File: config.mk
export PLATFORM = sky130hd
export DESIGN_NAME = accum_sequencer
export DESIGN_NICKNAME = d
export VERILOG_FILES = /design/src/rtl/acq_pkg.sv /design/src/rtl/acq_step_ctr.sv /design/src/rtl/acq_next_state.sv /design/src/rtl/acq_out_decode.sv /design/src/rtl/accum_sequencer.sv
export SDC_FILE = /design/constraint.sdc
export NUM_CORES = 1
export LEC_CHECK = 0
export BUFFER_PORTS_ARGS = -buffer_cell sky130_fd_sc_hd__buf_2
export CAP_MARGIN = 20
export CELL_PAD_IN_SITES_DETAIL_PLACEMENT = 0
export CELL_PAD_IN_SITES_GLOBAL_PLACEMENT = 1
export CORE_MARGIN = 2
export CORE_UTILIZATION = 37
export DETAILED_ROUTE_END_ITERATION = 10
export GPL_TIMING_DRIVEN = 0
export PLACE_DENSITY_LB_ADDON = 0.1
export REMOVE_ABC_BUFFERS = 1
export SLEW_MARGIN = 40
export SYNTH_ARGS = -nofsm -noshare
export SYNTH_HDL_FRONTEND = slang
export SYNTH_SLANG_ARGS = --single-unit
File: constraint.sdc
create_clock -name clk -period 1.95 [get_ports clk]
set_input_delay 0.0975 -clock clk [delete_from_list [all_inputs] [get_ports clk]]
set_output_delay 0.0975 -clock clk [all_outputs]
set_load 0.01 [all_outputs]
File: src/rtl/acq_pkg.sv
package acq_pkg;

   localparam int unsigned ALU_W = 3;

   localparam logic [ALU_W-1:0] ALU_XOR = 3'd0;
   localparam logic [ALU_W-1:0] ALU_ADD = 3'd1;
   localparam logic [ALU_W-1:0] ALU_SUB = 3'd2;
   localparam logic [ALU_W-1:0] ALU_MUL = 3'd3;
   localparam logic [ALU_W-1:0] ALU_DIV = 3'd4;

   localparam int unsigned OPV_ADD   = 1;
   localparam int unsigned OPV_SUB   = 2;
   localparam int unsigned OPV_MUL   = 3;
   localparam int unsigned OPV_DIV   = 4;
   localparam int unsigned OPV_XOR   = 5;
   localparam int unsigned OPV_JMP   = 6;
   localparam int unsigned OPV_JZ    = 7;
   localparam int unsigned OPV_STORE = 8;
   localparam int unsigned OPV_LOAD  = 9;

   typedef enum logic [4:0] {
      S_F1, S_F2, S_F3, S_DEC,
      S_ADD_A, S_ADD_R, S_ADD_X,
      S_SUB_A, S_SUB_R, S_SUB_X,
      S_MUL_A, S_MUL_R, S_MUL_X,
      S_DIV_A, S_DIV_R, S_DIV_X,
      S_XOR_A, S_XOR_R, S_XOR_X,
      S_LD_A,  S_LD_R,  S_LD_X,
      S_JMP_X, S_JZ_T,
      S_ST_A,  S_ST_W
   } seq_state_e;

   typedef struct packed {
      logic             sel_pc;
      logic             sel_mar;
      logic             sel_acc;
      logic             ld_mar;
      logic             ld_pc;
      logic             ld_acc;
      logic             ld_mdr;
      logic             ld_ir;
      logic [ALU_W-1:0] alu;
      logic             we;
   } ctl_t;

   localparam ctl_t CTL_IDLE = '0;

endpackage

File: src/rtl/acq_step_ctr.sv
module acq_step_ctr
   import acq_pkg::*;
#(
   parameter int unsigned MUL_STEPS = 4,
   parameter int unsigned DIV_STEPS = 4
) (
   input  logic clk,
   input  logic rst,
   input  logic run,
   input  logic is_div,
   output logic last
);
   localparam int unsigned MAX_STEPS = (MUL_STEPS > DIV_STEPS) ? MUL_STEPS : DIV_STEPS;
   localparam int unsigned CNT_W     = (MAX_STEPS > 1) ? $clog2(MAX_STEPS) : 1;
   localparam logic [CNT_W-1:0] MUL_END = CNT_W'(MUL_STEPS - 1);
   localparam logic [CNT_W-1:0] DIV_END = CNT_W'(DIV_STEPS - 1);

   generate
      if (MAX_STEPS == 1) begin : g_single
         assign last = 1'b1;
      end else begin : g_count
         logic [CNT_W-1:0] cnt_q;
         logic [CNT_W-1:0] end_val;

         assign end_val = is_div ? DIV_END : MUL_END;
         assign last    = (cnt_q == end_val);

         always_ff @(posedge clk) begin
            if (rst) begin
               cnt_q <= '0;
            end else if (run && !last) begin
               cnt_q <= cnt_q + 1'b1;
            end else begin
               cnt_q <= '0;
            end
         end
      end
   endgenerate

endmodule

File: src/rtl/acq_next_state.sv
module acq_next_state
   import acq_pkg::*;
#(
   parameter int unsigned OPC_W = 8
) (
   input  seq_state_e       cur,
   input  logic [OPC_W-1:0] opcode,
   input  logic             zero_flag,
   input  logic             run_last,
   output seq_state_e       nxt
);
   function automatic seq_state_e dispatch(input logic [OPC_W-1:0] op);
      seq_state_e d;
      if      (op == OPC_W'(OPV_ADD))   d = S_ADD_A;
      else if (op == OPC_W'(OPV_SUB))   d = S_SUB_A;
      else if (op == OPC_W'(OPV_MUL))   d = S_MUL_A;
      else if (op == OPC_W'(OPV_DIV))   d = S_DIV_A;
      else if (op == OPC_W'(OPV_XOR))   d = S_XOR_A;
      else if (op == OPC_W'(OPV_JMP))   d = S_JMP_X;
      else if (op == OPC_W'(OPV_JZ))    d = S_JZ_T;
      else if (op == OPC_W'(OPV_STORE)) d = S_ST_A;
      else if (op == OPC_W'(OPV_LOAD))  d = S_LD_A;
      else                              d = S_F1;
      return d;
   endfunction

   always_comb begin
      unique case (cur)
         S_F1:    nxt = S_F2;
         S_F2:    nxt = S_F3;
         S_F3:    nxt = S_DEC;
         S_DEC:   nxt = dispatch(opcode);
         S_ADD_A: nxt = S_ADD_R;
         S_ADD_R: nxt = S_ADD_X;
         S_SUB_A: nxt = S_SUB_R;
         S_SUB_R: nxt = S_SUB_X;
         S_MUL_A: nxt = S_MUL_R;
         S_MUL_R: nxt = S_MUL_X;
         S_MUL_X: nxt = run_last ? S_F1 : S_MUL_X;
         S_DIV_A: nxt = S_DIV_R;
         S_DIV_R: nxt = S_DIV_X;
         S_DIV_X: nxt = run_last ? S_F1 : S_DIV_X;
         S_XOR_A: nxt = S_XOR_R;
         S_XOR_R: nxt = S_XOR_X;
         S_LD_A:  nxt = S_LD_R;
         S_LD_R:  nxt = S_LD_X;
         S_JZ_T:  nxt = zero_flag ? S_JMP_X : S_F1;
         S_ST_A:  nxt = S_ST_W;
         default: nxt = S_F1;
      endcase
   end

endmodule

File: src/rtl/acq_out_decode.sv
module acq_out_decode
   import acq_pkg::*;
(
   input  seq_state_e cur,
   input  logic       run_last,
   output ctl_t       ctl
);
   always_comb begin
      ctl = CTL_IDLE;
      unique case (cur)
         S_F1: ctl.ld_mar = 1'b1;
         S_F2: begin
            ctl.ld_mdr = 1'b1;
            ctl.ld_pc  = 1'b1;
         end
         S_F3: ctl.ld_ir = 1'b1;
         S_ADD_A, S_SUB_A, S_MUL_A, S_DIV_A, S_XOR_A, S_LD_A, S_ST_A: begin
            ctl.ld_mar  = 1'b1;
            ctl.sel_mar = 1'b1;
         end
         S_ADD_R, S_SUB_R, S_MUL_R, S_DIV_R, S_XOR_R, S_LD_R:
            ctl.ld_mdr = 1'b1;
         S_ADD_X: begin
            ctl.ld_acc  = 1'b1;
            ctl.sel_acc = 1'b1;
            ctl.alu     = ALU_ADD;
         end
         S_SUB_X: begin
            ctl.ld_acc  = 1'b1;
            ctl.sel_acc = 1'b1;
            ctl.alu     = ALU_SUB;
         end
         S_XOR_X: begin
            ctl.ld_acc  = 1'b1;
            ctl.sel_acc = 1'b1;
            ctl.alu     = ALU_XOR;
         end
         S_MUL_X: begin
            ctl.alu     = ALU_MUL;
            ctl.ld_acc  = run_last;
            ctl.sel_acc = run_last;
         end
         S_DIV_X: begin
            ctl.alu     = ALU_DIV;
            ctl.ld_acc  = run_last;
            ctl.sel_acc = run_last;
         end
         S_LD_X: ctl.ld_acc = 1'b1;
         S_JMP_X: begin
            ctl.ld_pc  = 1'b1;
            ctl.sel_pc = 1'b1;
         end
         S_ST_W: ctl.we = 1'b1;
         default: ctl = CTL_IDLE;
      endcase
   end

endmodule

File: src/rtl/accum_sequencer.sv
module accum_sequencer
   import acq_pkg::*;
#(
   parameter int unsigned OPC_W     = 8,
   parameter int unsigned MUL_STEPS = 4,
   parameter int unsigned DIV_STEPS = 4
) (
   input  logic             clk,
   input  logic             rst,
   input  logic [OPC_W-1:0] opcode,
   input  logic             zero_flag,
   output logic             sel_pc,
   output logic             sel_mar,
   output logic             sel_acc,
   output logic             ld_mar,
   output logic             ld_pc,
   output logic             ld_acc,
   output logic             ld_mdr,
   output logic             ld_ir,
   output logic [2:0]       alu_op,
   output logic             mem_we
);
   initial begin
      if (OPC_W < 4)      $fatal(1, "OPC_W must hold opcode 9");
      if (MUL_STEPS < 1)  $fatal(1, "MUL_STEPS must be at least 1");
      if (DIV_STEPS < 1)  $fatal(1, "DIV_STEPS must be at least 1");
   end

   seq_state_e state_q;
   seq_state_e state_d;
   logic       run;
   logic       run_last;
   ctl_t       ctl;
   ctl_t       ctl_out;

   assign run = (state_q == S_MUL_X) || (state_q == S_DIV_X);

   acq_step_ctr #(
      .MUL_STEPS (MUL_STEPS),
      .DIV_STEPS (DIV_STEPS)
   ) u_steps (
      .clk    (clk),
      .rst    (rst),
      .run    (run),
      .is_div (state_q == S_DIV_X),
      .last   (run_last)
   );

   acq_next_state #(
      .OPC_W (OPC_W)
   ) u_next (
      .cur       (state_q),
      .opcode    (opcode),
      .zero_flag (zero_flag),
      .run_last  (run_last),
      .nxt       (state_d)
   );

   acq_out_decode u_dec (
      .cur      (state_q),
      .run_last (run_last),
      .ctl      (ctl)
   );

   always_ff @(posedge clk) begin
      if (rst) state_q <= S_F1;
      else     state_q <= state_d;
   end

   assign ctl_out = rst ? CTL_IDLE : ctl;

   assign sel_pc  = ctl_out.sel_pc;
   assign sel_mar = ctl_out.sel_mar;
   assign sel_acc = ctl_out.sel_acc;
   assign ld_mar  = ctl_out.ld_mar;
   assign ld_pc   = ctl_out.ld_pc;
   assign ld_acc  = ctl_out.ld_acc;
   assign ld_mdr  = ctl_out.ld_mdr;
   assign ld_ir   = ctl_out.ld_ir;
   assign alu_op  = ctl_out.alu;
   assign mem_we  = ctl_out.we;

endmodule

Yosys cells after proc, flatten, opt, wreduce, memory -nomap -nowiden
Cells that the tools add are included.
- input port bits: 11
- ROM bits: 0
- memories kept: 0
- output and inout bits: 12
- latch bits: 0
- bits in registers: 7
- word-level logic and storage cells: 75
- RAM bits: 0
- div/mod/pow operators: 0
- bitwise logic cells: 1
- magnitude comparators: 0
- $add $sub $neg: 1
- multiplexer cells: 24
- reductions and logical operators: 12
- equal/unequal tests: 35
- multiply operators: 0
- shift operators: 0
- operator list (cell ; count):
    one-hot mux 5 bit (20 select lines) ; 1
    equality test 5 bit, second input constant ; 10
    two-way mux 5 bit ; 10
    equality test 5 x 4 -> 1 bit, second input constant ; 8
    equality test 8 x 3 -> 1 bit, second input constant ; 4
    equality test 5 x 3 -> 1 bit, second input constant ; 4
    equality test 8 x 2 -> 1 bit, second input constant ; 2
    equality test 8 x 4 -> 1 bit, second input constant ; 2
    OR reduction 7 bit ; 2
    two-way mux 12 bit ; 1
    one-hot mux 3 bit (4 select lines) ; 1
    equality test 5 x 2 -> 1 bit, second input constant ; 2
    equality test 8 x 1 -> 1 bit, second input constant ; 1
    two-way mux 4 bit ; 2
    OR reduction 8 bit ; 1
    two-way mux 1 bit ; 7
    OR reduction 2 bit ; 3
    equality test 5 x 1 -> 1 bit, second input constant ; 1
    logical NOT 5 bit ; 1
    one-hot mux 1 bit (2 select lines) ; 2
    OR reduction 4 bit ; 1
    OR reduction 3 bit ; 1
    adder 2 x 1 -> 2 bit, second input constant ; 1
    equality test 2 bit, second input constant ; 1
    other kinds (4) ; 4

Longest topological paths before layout
Gate-level depths: netlist (run 1).
- depth in word-level cells: 11
- mapped depth: 6
- gate-level depth less buffers: 5

Cells and area by module
From an unflattened synthesis (run 1), not the netlist that was laid out.
- cells, all modules: 154
- area, all modules: 1213.7 sq um
- modules (own cells, without submodules) (module ; times used ; area each (sq um) ; seq. area each (sq um) ; cells each):
    acq_out_decode ; 1 ; 485.5 ; 0.0 ; 57
    acq_next_state ; 1 ; 395.4 ; 0.0 ; 64
    accum_sequencer ; 1 ; 252.7 ; 100.1 ; 28
    acq_step_ctr ; 1 ; 80.1 ; 40.0 ; 5

Worst setup path before layout (run 1)
No wires, ideal clock.
- kind: reg2out
- from: reg state_q[4]
- to: out ld_acc
- path buffers: 1
- arrival time: 1.460 ns
- path slack: 0.392 ns
- data required time: 1.852 ns
- stages on the path, launching flop included: 6
- path through: dfxtp_1 > buf_6 > nand2b_4 > or4b_4 > o22ai_2 > a21o_1
- word-level cells in the longest chain between the ends: 4
- elaborated cells between the ends (all ways): 10
- those cells by class: eq/ne: 6; mux: 2; reduce/logical: 2
- RTL lines (what ; line ; RTL):
    from (decl) ; accum_sequencer.sv:29 ; seq_state_e state_q;
    from (signal assigned) ; accum_sequencer.sv:67 ; else state_q <= state_d;
    equality test 5 bit (tied with other cells) ; acq_out_decode.sv:10 ; unique case (cur)
    OR reduction 4 bit (no line) / OR reduction 2 bit (equally long branches) ; - ;
    one-hot mux 1 bit (2 select lines) (*) ; acq_out_decode.sv:10 ;
    two-way mux 12 bit (*) ; accum_sequencer.sv:70 ; assign ctl_out = rst ? CTL_IDLE : ctl;
    to (decl) ; accum_sequencer.sv:17 ; output logic ld_acc,
Mark *: on every way between the ends. The rest lies on a longest branch, timed or not.

Worst setup path after layout (run 1)
- from: reg state_q[0]
- to: out ld_acc
The elaborated chain is that of the path after synthesis.

==> results of run 1 <==
-- layout make-up --
| cell class | count | area, um^2 |
|---|---|---|
| Multi-Input combinational cell | 115 | 747 |
| Inverter | 3 | 11.3 |
| Timing Repair Buffer | 29 | 163 |
| Fill cell | 271 | 1330 |
| Clock buffer | 4 | 26.3 |
| Tap cell | 30 | 37.5 |
| Sequential cell | 7 | 159 |
-- cell usage after synthesis, types with 2 or more instances --
master    number  area (um^2)
nor4_1         3         18.8
nor2b_1        7         43.8
o21ai_0       10         50.1
xor2_1         3         26.3
nand3_1        2         10.0
nor2_1        11         41.3
a31oi_1        2         12.5
o32a_1         2         20.0
buf_6          3         33.8
nor3b_1        2         15.0
buf_2          2         10.0
clkbuf_1       3         11.3
buf_4          3         22.5
nor4b_1        2         17.5
a21oi_1        8         40.0
xnor2_1        2         17.5
a21o_1         3         22.5
nor3_1         7         35.0
inv_1          3         11.3
a211oi_1       4         30.0
nand2b_1       9         56.3
nand2b_4       2         27.5
dfxtp_1        7          140
nand2_1       12         45.0
-- power by group --
| part | switching, mW | internal (mW) | leakage, nW | total, mW |
|---|---|---|---|---|
| clock | 0.0508 | 0.0779 | 0.0150 | 0.129 |
| combinational | 0.0683 | 0.0568 | 0.361 | 0.125 |
| sequential | 0.0154 | 0.144 | 0.0605 | 0.159 |
| total | 0.135 | 0.279 | 0.436 | 0.413 |
-- layout by cell type, fill, tap and decap left out, types with 3 or more instances in the layout --
| cell | instances |
|---|---|
| a211oi_1 | 4 |
| a21o_1 | 3 |
| a21oi_1 | 8 |
| buf_2 | 22 |
| buf_4 | 7 |
| clkbuf_4 | 3 |
| dfxtp_4 | 5 |
| inv_1 | 3 |
| nand2_1 | 12 |
| nand2b_1 | 8 |
| nor2_1 | 11 |
| nor2b_1 | 7 |
| nor3_1 | 7 |
| nor4_1 | 3 |
| o21ai_0 | 10 |
| xor2_1 | 3 |
-- flip-flops by register name, indices dropped and copies added, names as in the netlist --
signal and cells:
u_steps.g_count.cnt_q 2, state_q 5
-- worst max-delay path, delay by kind of cell (launching register included) --
family	cells	cell delay (ps)
simple gates	2	730
flops	1	390
compound gates	2	280
buf+inv	1	120
-- metrics by stage --
stage               cells  power [mW]  setup WS, ps   util  area (um^2)
floorplan             125       0.238           154      -          896
global placement      177       0.279          -114  0.421         1040
detailed placement    177       0.282          -162  0.421         1040
CTS                   182       0.412          29.9  0.442         1100
global route          188       0.443          29.9  0.462         1140
finish                188       0.413           107  0.462         1140
-- logic make-up (layout without fill, tap and decap cells) --
kind of cell	count (synthesis)	count (layout)	synth area share
adder cells (fa/ha/maj)	1	1	0.0129
multiplexers	1	1	0.0116
XOR/XNOR	5	5	0.0450
AO/OA/AOI/OAI	42	42	0.300
buffers and inverters	14	36	0.0913
flip-flops	7	7	0.144
AND/OR/NAND/NOR	66	66	0.396
-- per-layer routing --
layer | up-vias | routed length (um) | track usage
li1 | 541 | - | -
met1 | 480 | 1270 | 0.239
met2 | 29 | 1320 | 0.259
met3 | 0 | 120 | 0.0141
met4 | 0 | 0 | 0.0314
met5 | - | 0 | 0
-- worst paths after layout --
kind / depth (start not counted) / endpoint / start / slack (ps)
worst min register to register: 1 / u_steps.g_count.cnt_q[0] / u_steps.g_count.cnt_q[0] / 430
worst min-delay path: 4 / state_q[4] / opcode[2] / 300
worst max register to register: 5 / state_q[2] / state_q[4] / 410
worst max-delay path: 5 / ld_acc / state_q[0] / 110
-- what timing repair did --
item                       in CTS  in global routing
setup endpoints to repair       8                  1
hold buffers                    0                  0
cloned                          0                  0
resized for setup              10                  1
hold endpoints to repair        0                  0
buffers inserted                1                  6
==> impl_metrics.ini, run 1 <==
[synth]
syn_area_um2 = 973
syn_inst = 136
synthArstFlopShare = 0
ys.flop_type = dfxtp_1
yosysWarningCount = 0
ys_types = 48
synth_edf_count = 0
avgSynthCellArea_um2 = 7.16
ys_ff_latch = 7
seq_area_frac_synth = 0.144

[critical_path]
cp.required_ps = 1850
worstSetupPathType = reg2out
crit_fanout = 12
cp_data_arrival_time_ps = 1750
critPathLaunchType = flop
path_cells = nor2b_1 -> or4b_4 -> o22ai_2 -> a21o_1 -> buf_2
slowest_stage = or4b_4
cp-end-kind = output pin
cpPeakStageDelay_ps = 530

[placed_design]
hpwlAfterDp_um = 1770
gp_routability_congestion = 0.801
io_buffers = 22

[die]
die_h_um = 55.3
die_w_um = 55.3
die-area_mm2 = 0.00306
core_mm2 = 0.00248
ios = 23
row_count = 18
start_util = 0.393

[clocking]
numCtsBuffers = 3
htreeDepth = 1
cts_tree = yes
cts_buffer_depth = 2
cts.sinks = 7
clk-insertion-delay-late_ps = 240
cts-root-buf = clkbuf_4
clk_pin_slew_ps = 50

[routing]
vias_per_cell = 5.59
drt_iter0_markers = 29
ant_nets = 0
via_count = 1050
drt-pass1-iter-count = 4
drc = 0
drt-total-wl_um = 2710
wl_per_cell_um = 14.4

[sta]
finalCritPeriodShare = 0.945
finClkSkew_ps = 1.63
max-slew-margin-rel = 0.728
finalMaxSlewViolations = 0
max_clock_freq_ghz = 0.543
setup_violations = 0
timing.hold.ws_ps = 302
tightest_slew_ps = 407
rsz0062_at_grt = no
min_period_ps = 1840
tns_ps = 0
hold_viol_final = 0

[pwr]
p_leak_nw = 0.436
p_per_area_mw_per_mm2 = 361
vdd_ir_drop_max_uv = 241

[status]
status = completed

[grt]
grt_pass1_vias = 894
grt_overflow = 0
grt_max_degree = 26
grtUsageTotal = 0.162
antenna_found_initial = 0
grt_pass1_wl_um = 4150

[finish]
drive_above_1_share = 0.304
syn2layout_area_growth_pct = 17.5
fin_nets = 171
diodes = 0

[run]
cap_violations = 0

[worst_hold_path]
hold_path.class = in2reg
Note: power is estimated with default switching activity, not from simulation.
==> run 2: changes to the inputs <==
--- a/config.mk
+++ b/config.mk
@@ -15,7 +15,8 @@
 export GPL_TIMING_DRIVEN = 0
 export PLACE_DENSITY_LB_ADDON = 0.1
 export REMOVE_ABC_BUFFERS = 1
-export SLEW_MARGIN = 40
+export SETUP_SLACK_MARGIN = 0.3
+export SLEW_MARGIN = 15
 export SYNTH_ARGS = -nofsm -noshare
 export SYNTH_HDL_FRONTEND = slang
 export SYNTH_SLANG_ARGS = --single-unit
==> impl_metrics.ini, run 2 (same netlist as run 1, synthesis figures left out) <==
[status]
status = completed

[die]
row_count = 18
core_mm2 = 0.00248
die_w_um = 55.3
die-area_mm2 = 0.00306
start_util = 0.393
ios = 23
die_h_um = 55.3

[critical_path]
rr_startpoint = state_q[3]
slowest_stage = or4b_4
path_buf_inv = 1
cp-end-kind = output pin
startpoint = state_q[0]
cpPeakStageDelay_ps = 550
worstSetupPathType = reg2out
critPathLaunchType = flop
cp.required_ps = 1850
crit_fanout = 6
path_cells = nor2b_4 -> or4b_4 -> o22ai_4 -> a21o_1 -> buf_2
cp_data_arrival_time_ps = 1660
critical_path.top_delay_family = simple AND/OR/NAND/NOR gates

[sta]
tightest_slew_ps = 447
setup_violations = 0
finalCritPeriodShare = 0.903
max-slew-margin-rel = 0.701
tns_ps = 0
finalMaxSlewViolations = 0
rsz0062_at_grt = yes
hold_viol_final = 0
finClkSkew_ps = 3.99
max_clock_freq_ghz = 0.568
min_period_ps = 1760

[grt]
grt_max_degree = 19
grt_pass1_wl_um = 4810
grt_overflow = 0
grtUsageTotal = 0.194
grt_pass1_vias = 1030
antenna_found_initial = 0

[clocking]
cts_buffer_depth = 2
cts.sinks = 7
numCtsBuffers = 3
hold_buffers = 0
clk_pin_slew_ps = 50
cts_tree = yes
cts-root-buf = clkbuf_4
clk-insertion-delay-late_ps = 250
htreeDepth = 1

[pwr]
power_uw = 451
p_leak_nw = 0.506
vdd_ir_drop_max_uv = 238
p_per_area_mw_per_mm2 = 353

[worst_hold_path]
hold_path.class = in2reg
hp-start = opcode[3]

[routing]
vias_per_cell = 5.63
wl_per_cell_um = 15.3
drt-total-wl_um = 3020
drt-pass1-iter-count = 4
drt_iter0_markers = 26
via_count = 1115
ant_nets = 0
drc = 0

[finish]
largest_reg_flops = 5
syn2layout_area_growth_pct = 31.1
mostFrequentLayoutCells = 22 x buf_2, 14 x buf_4, 12 x nand2_1
drive_above_1_share = 0.375
fin_nets = 181
layout_commonest_cell = buf_2
largestRegisters = state_q: 5 flops, u_steps.g_count.cnt_q: 2 flops
largest-register = state_q
diodes = 0

[placed_design]
hpwlAfterDp_um = 1770
gp_routability_congestion = 0.801
io_buffers = 22

[run]
cap_violations = 0
==> run 2: path summary, 6_finish.rpt <==
check / endpoint / slack (ps) / cells after the start
worst max-delay path: ld_acc / 190 / 5
worst min-delay path: state_q[2] / 300 / 4
worst max register to register: state_q[1] / 330 / 6
worst min register to register: u_steps.g_count.cnt_q[0] / 430 / 1
==> run 2: per-stage QoR <==
stage	worst slack, ps	instance area (um^2)	hold slack, ps	util	instances
5_1_grt	139	1280	331	0.515	198
3_5_place_dp	-162	1040	426	0.421	177
2_1_floorplan	154	896	239	-	125
6_report	190	1280	304	0.515	198
3_3_place_gp	-114	1040	414	0.421	177
4_1_cts	167	1230	297	0.497	197
==> run 2: timing repair <==
item,in CTS,in global routing
pin swaps,5,2
endpoints found under the setup margin,19,10
buffers inserted,16,1
resized for setup,16,7
==> run 2: final cells by class <==
cell class	instances	area [um^2]
inverter	3	11.3
timing repair buffer	39	249
multi-input combinational	115	793
tap	30	37.5
sequential	7	159
clock buffer	4	26.3
fill	253	1200
==> run 2: metal layers <==
layer | vias up | routed length [um] | track usage
met5 | - | 0 | 0
met4 | 0 | 47 | 0.0557
met3 | 4 | 78 | 0.0164
met2 | 28 | 1510 | 0.327
met1 | 519 | 1390 | 0.263
li1 | 564 | - | -
==> run 2: worst reg2reg max path: cells and delay by family, from the launching register on <==
kind,cells,cell delay [ps]
multiplexers,1,280
buffers and inverters,2,370
flip-flops,1,360
AO/OA/AOI/OAI,3,520
==> run 2: where the power goes <==
group	leakage [nW]	switching, mW	total (mW)	internal [mW]
Clock	0.0150	0.0523	0.130	0.0780
Sequential	0.0605	0.00945	0.153	0.144
Combinational	0.431	0.0855	0.168	0.0821
Total	0.506	0.147	0.451	0.304
==> run 3: changes to the inputs <==
--- a/config.mk
+++ b/config.mk
@@ -9,8 +9,9 @@
 export CAP_MARGIN = 20
 export CELL_PAD_IN_SITES_DETAIL_PLACEMENT = 0
 export CELL_PAD_IN_SITES_GLOBAL_PLACEMENT = 1
+export CORE_ASPECT_RATIO = 0.75
 export CORE_MARGIN = 2
-export CORE_UTILIZATION = 37
+export CORE_UTILIZATION = 41
 export DETAILED_ROUTE_END_ITERATION = 10
 export GPL_TIMING_DRIVEN = 0
 export PLACE_DENSITY_LB_ADDON = 0.1
@@ -19,4 +20,5 @@
 export SLEW_MARGIN = 15
 export SYNTH_ARGS = -nofsm -noshare
 export SYNTH_HDL_FRONTEND = slang
+export SYNTH_HIERARCHICAL = 1
 export SYNTH_SLANG_ARGS = --single-unit
==> impl_metrics.ini, run 3 <==
[status]
status = completed

[placed_design]
place_area_mm2 = 0.00124
io_buffers = 22
gp_routability_congestion = 0.759
hpwlAfterDp_um = 1670

[sta]
finalCritPeriodShare = 0.839
rsz0062_at_grt = yes
setup_violations = 0
max_clock_freq_ghz = 0.611
max-slew-margin-rel = 0.746
finClkSkew_ps = 2.63
finalMaxSlewViolations = 0
min_period_ps = 1640
tightest_slew_ps = 381
hold_viol_final = 0
timing.hold.ws_ps = 273

[synth]
syn_area_mm2 = 0.00121
yosysWarningCount = 6
avgSynthCellArea_um2 = 7.91
syn_inst = 153

[die]
die_h_um = 51.0
row_count = 17
start_util = 0.421
die-area_mm2 = 0.00341
core_mm2 = 0.00287
ios = 23
die_w_um = 66.7

[clocking]
numCtsBuffers = 3
cts.sinks = 7
htreeDepth = 1
cts_tree = yes
clk_pin_slew_ps = 40
cts-root-buf = clkbuf_8
clk-insertion-delay-late_ps = 230
cts_buffer_depth = 2

[worst_hold_path]
hp-start = rst
hold_path_end = state_q[3]
hold_path.class = in2reg
hold_depth = 2

[routing]
drt_iter0_markers = 113
vias_per_cell = 5.46
drt-pass1-iter-count = 4
ant_nets = 0
drc = 0
drt-total-wl_um = 3270
via_count = 1229
wl_per_cell_um = 14.5

[finish]
syn2layout_area_growth_pct = 27.7
layout_commonest_cell = buf_2
final_util = 0.538
fin_nets = 200
postLayoutCellArea_mm2 = 0.00155
largest_reg_flops = 5
largestRegisters = state_q: 5 flops, u_steps/g_count.cnt_q: 2 flops
diodes = 0
mostFrequentLayoutCells = 22 x buf_2, 19 x buf_4, 16 x nor2b_1
drive_above_1_share = 0.449
largest-register = state_q

[grt]
antenna_found_initial = 0
grt_pass1_wl_um = 5220
grt_max_degree = 20
grt_pass1_vias = 1108
grtUsageTotal = 0.201
grt_overflow = 0

[critical_path]
reg2reg_depth = 7
ff2ff_setup_slack_ps = 360
cp.required_ps = 1850
rr_startpoint = u_steps/g_count.cnt_q[0]
worstSetupPathType = reg2out
slowest_stage = dfxtp_4
crit_fanout = 19
cp-end-kind = output pin
critPathLaunchType = flop
cp_data_arrival_time_ps = 1540
cpPeakStageDelay_ps = 460
r2r-end = state_q[3]
critical_path.top_delay_family = flip-flops
path_cells = nor3b_2 -> o31ai_2 -> o22ai_1 -> nor2b_1 -> buf_2
path_buf_inv = 1

[run]
cap_violations = 0

[pwr]
vdd_ir_drop_max_uv = 155
p_per_area_mw_per_mm2 = 367
p_leak_nw = 0.625
==> run 3: final cells by class <==
cell class,count,area [um^2]
Sequential cell,7,161
Timing Repair Buffer,45,310
Inverter,5,18.8
Clock buffer,4,45.0
Multi-Input combinational cell,126,962
Tap cell,38,47.5
Fill cell,293,1330
==> run 3: repair_timing <==
| item | 4_1_cts | 5_1_grt |
|---|---|---|
| endpoints found under the setup margin | 19 | 11 |
| hold buffers | 0 | 0 |
| buffers inserted | 13 | 10 |
| cloned | 0 | 0 |
| resized for setup | 13 | 8 |
| pin swaps | 1 | 1 |
==> run 3: power by group <==
| part | leakage (nW) | switching (mW) | internal [mW] |
|---|---|---|---|
| logic | 0.541 | 0.0966 | 0.0981 |
| clock network | 0.0228 | 0.0676 | 0.142 |
| registers | 0.0615 | 0.0186 | 0.145 |
| total | 0.625 | 0.183 | 0.385 |
==> run 3: metal layers <==
metal / wire length [um] / track usage / vias to the layer above
met5: 0 / 0 / -
met4: 19 / 0.0510 / 0
met3: 117 / 0.0264 / 2
met2: 1490 / 0.333 / 27
met1: 1650 / 0.275 / 570
li1: - / - / 630
==> run 3: worst max path at each step <==
stage / from / to / slack [ps] / cells past startpoint
4_1_cts: u_steps/g_count.cnt_q[0] / ld_acc / 300 / 6
3_3_place_gp: state_q[0] / state_q[2] / -330 / 5
3_5_place_dp: state_q[0] / state_q[2] / -310 / 5
5_1_grt: state_q[0] / sel_acc / 250 / 5
2_1_floorplan: state_q[0] / state_q[2] / 70 / 5
6_report: state_q[0] / ld_acc / 310 / 5
==> run 3: stage by stage <==
| step | setup slack, ps | power [mW] | TNS, ps | instances |
|---|---|---|---|---|
| 2_1_floorplan | 70.7 | 0.273 | 0 | 138 |
| 3_3_place_gp | -334 | 0.319 | -1090 | 198 |
| 3_5_place_dp | -307 | 0.321 | -1100 | 198 |
| 4_1_cts | 303 | 0.552 | 0 | 215 |
| 5_1_grt | 247 | 0.602 | 0 | 225 |
| 6_report | 313 | 0.567 | 0 | 225 |
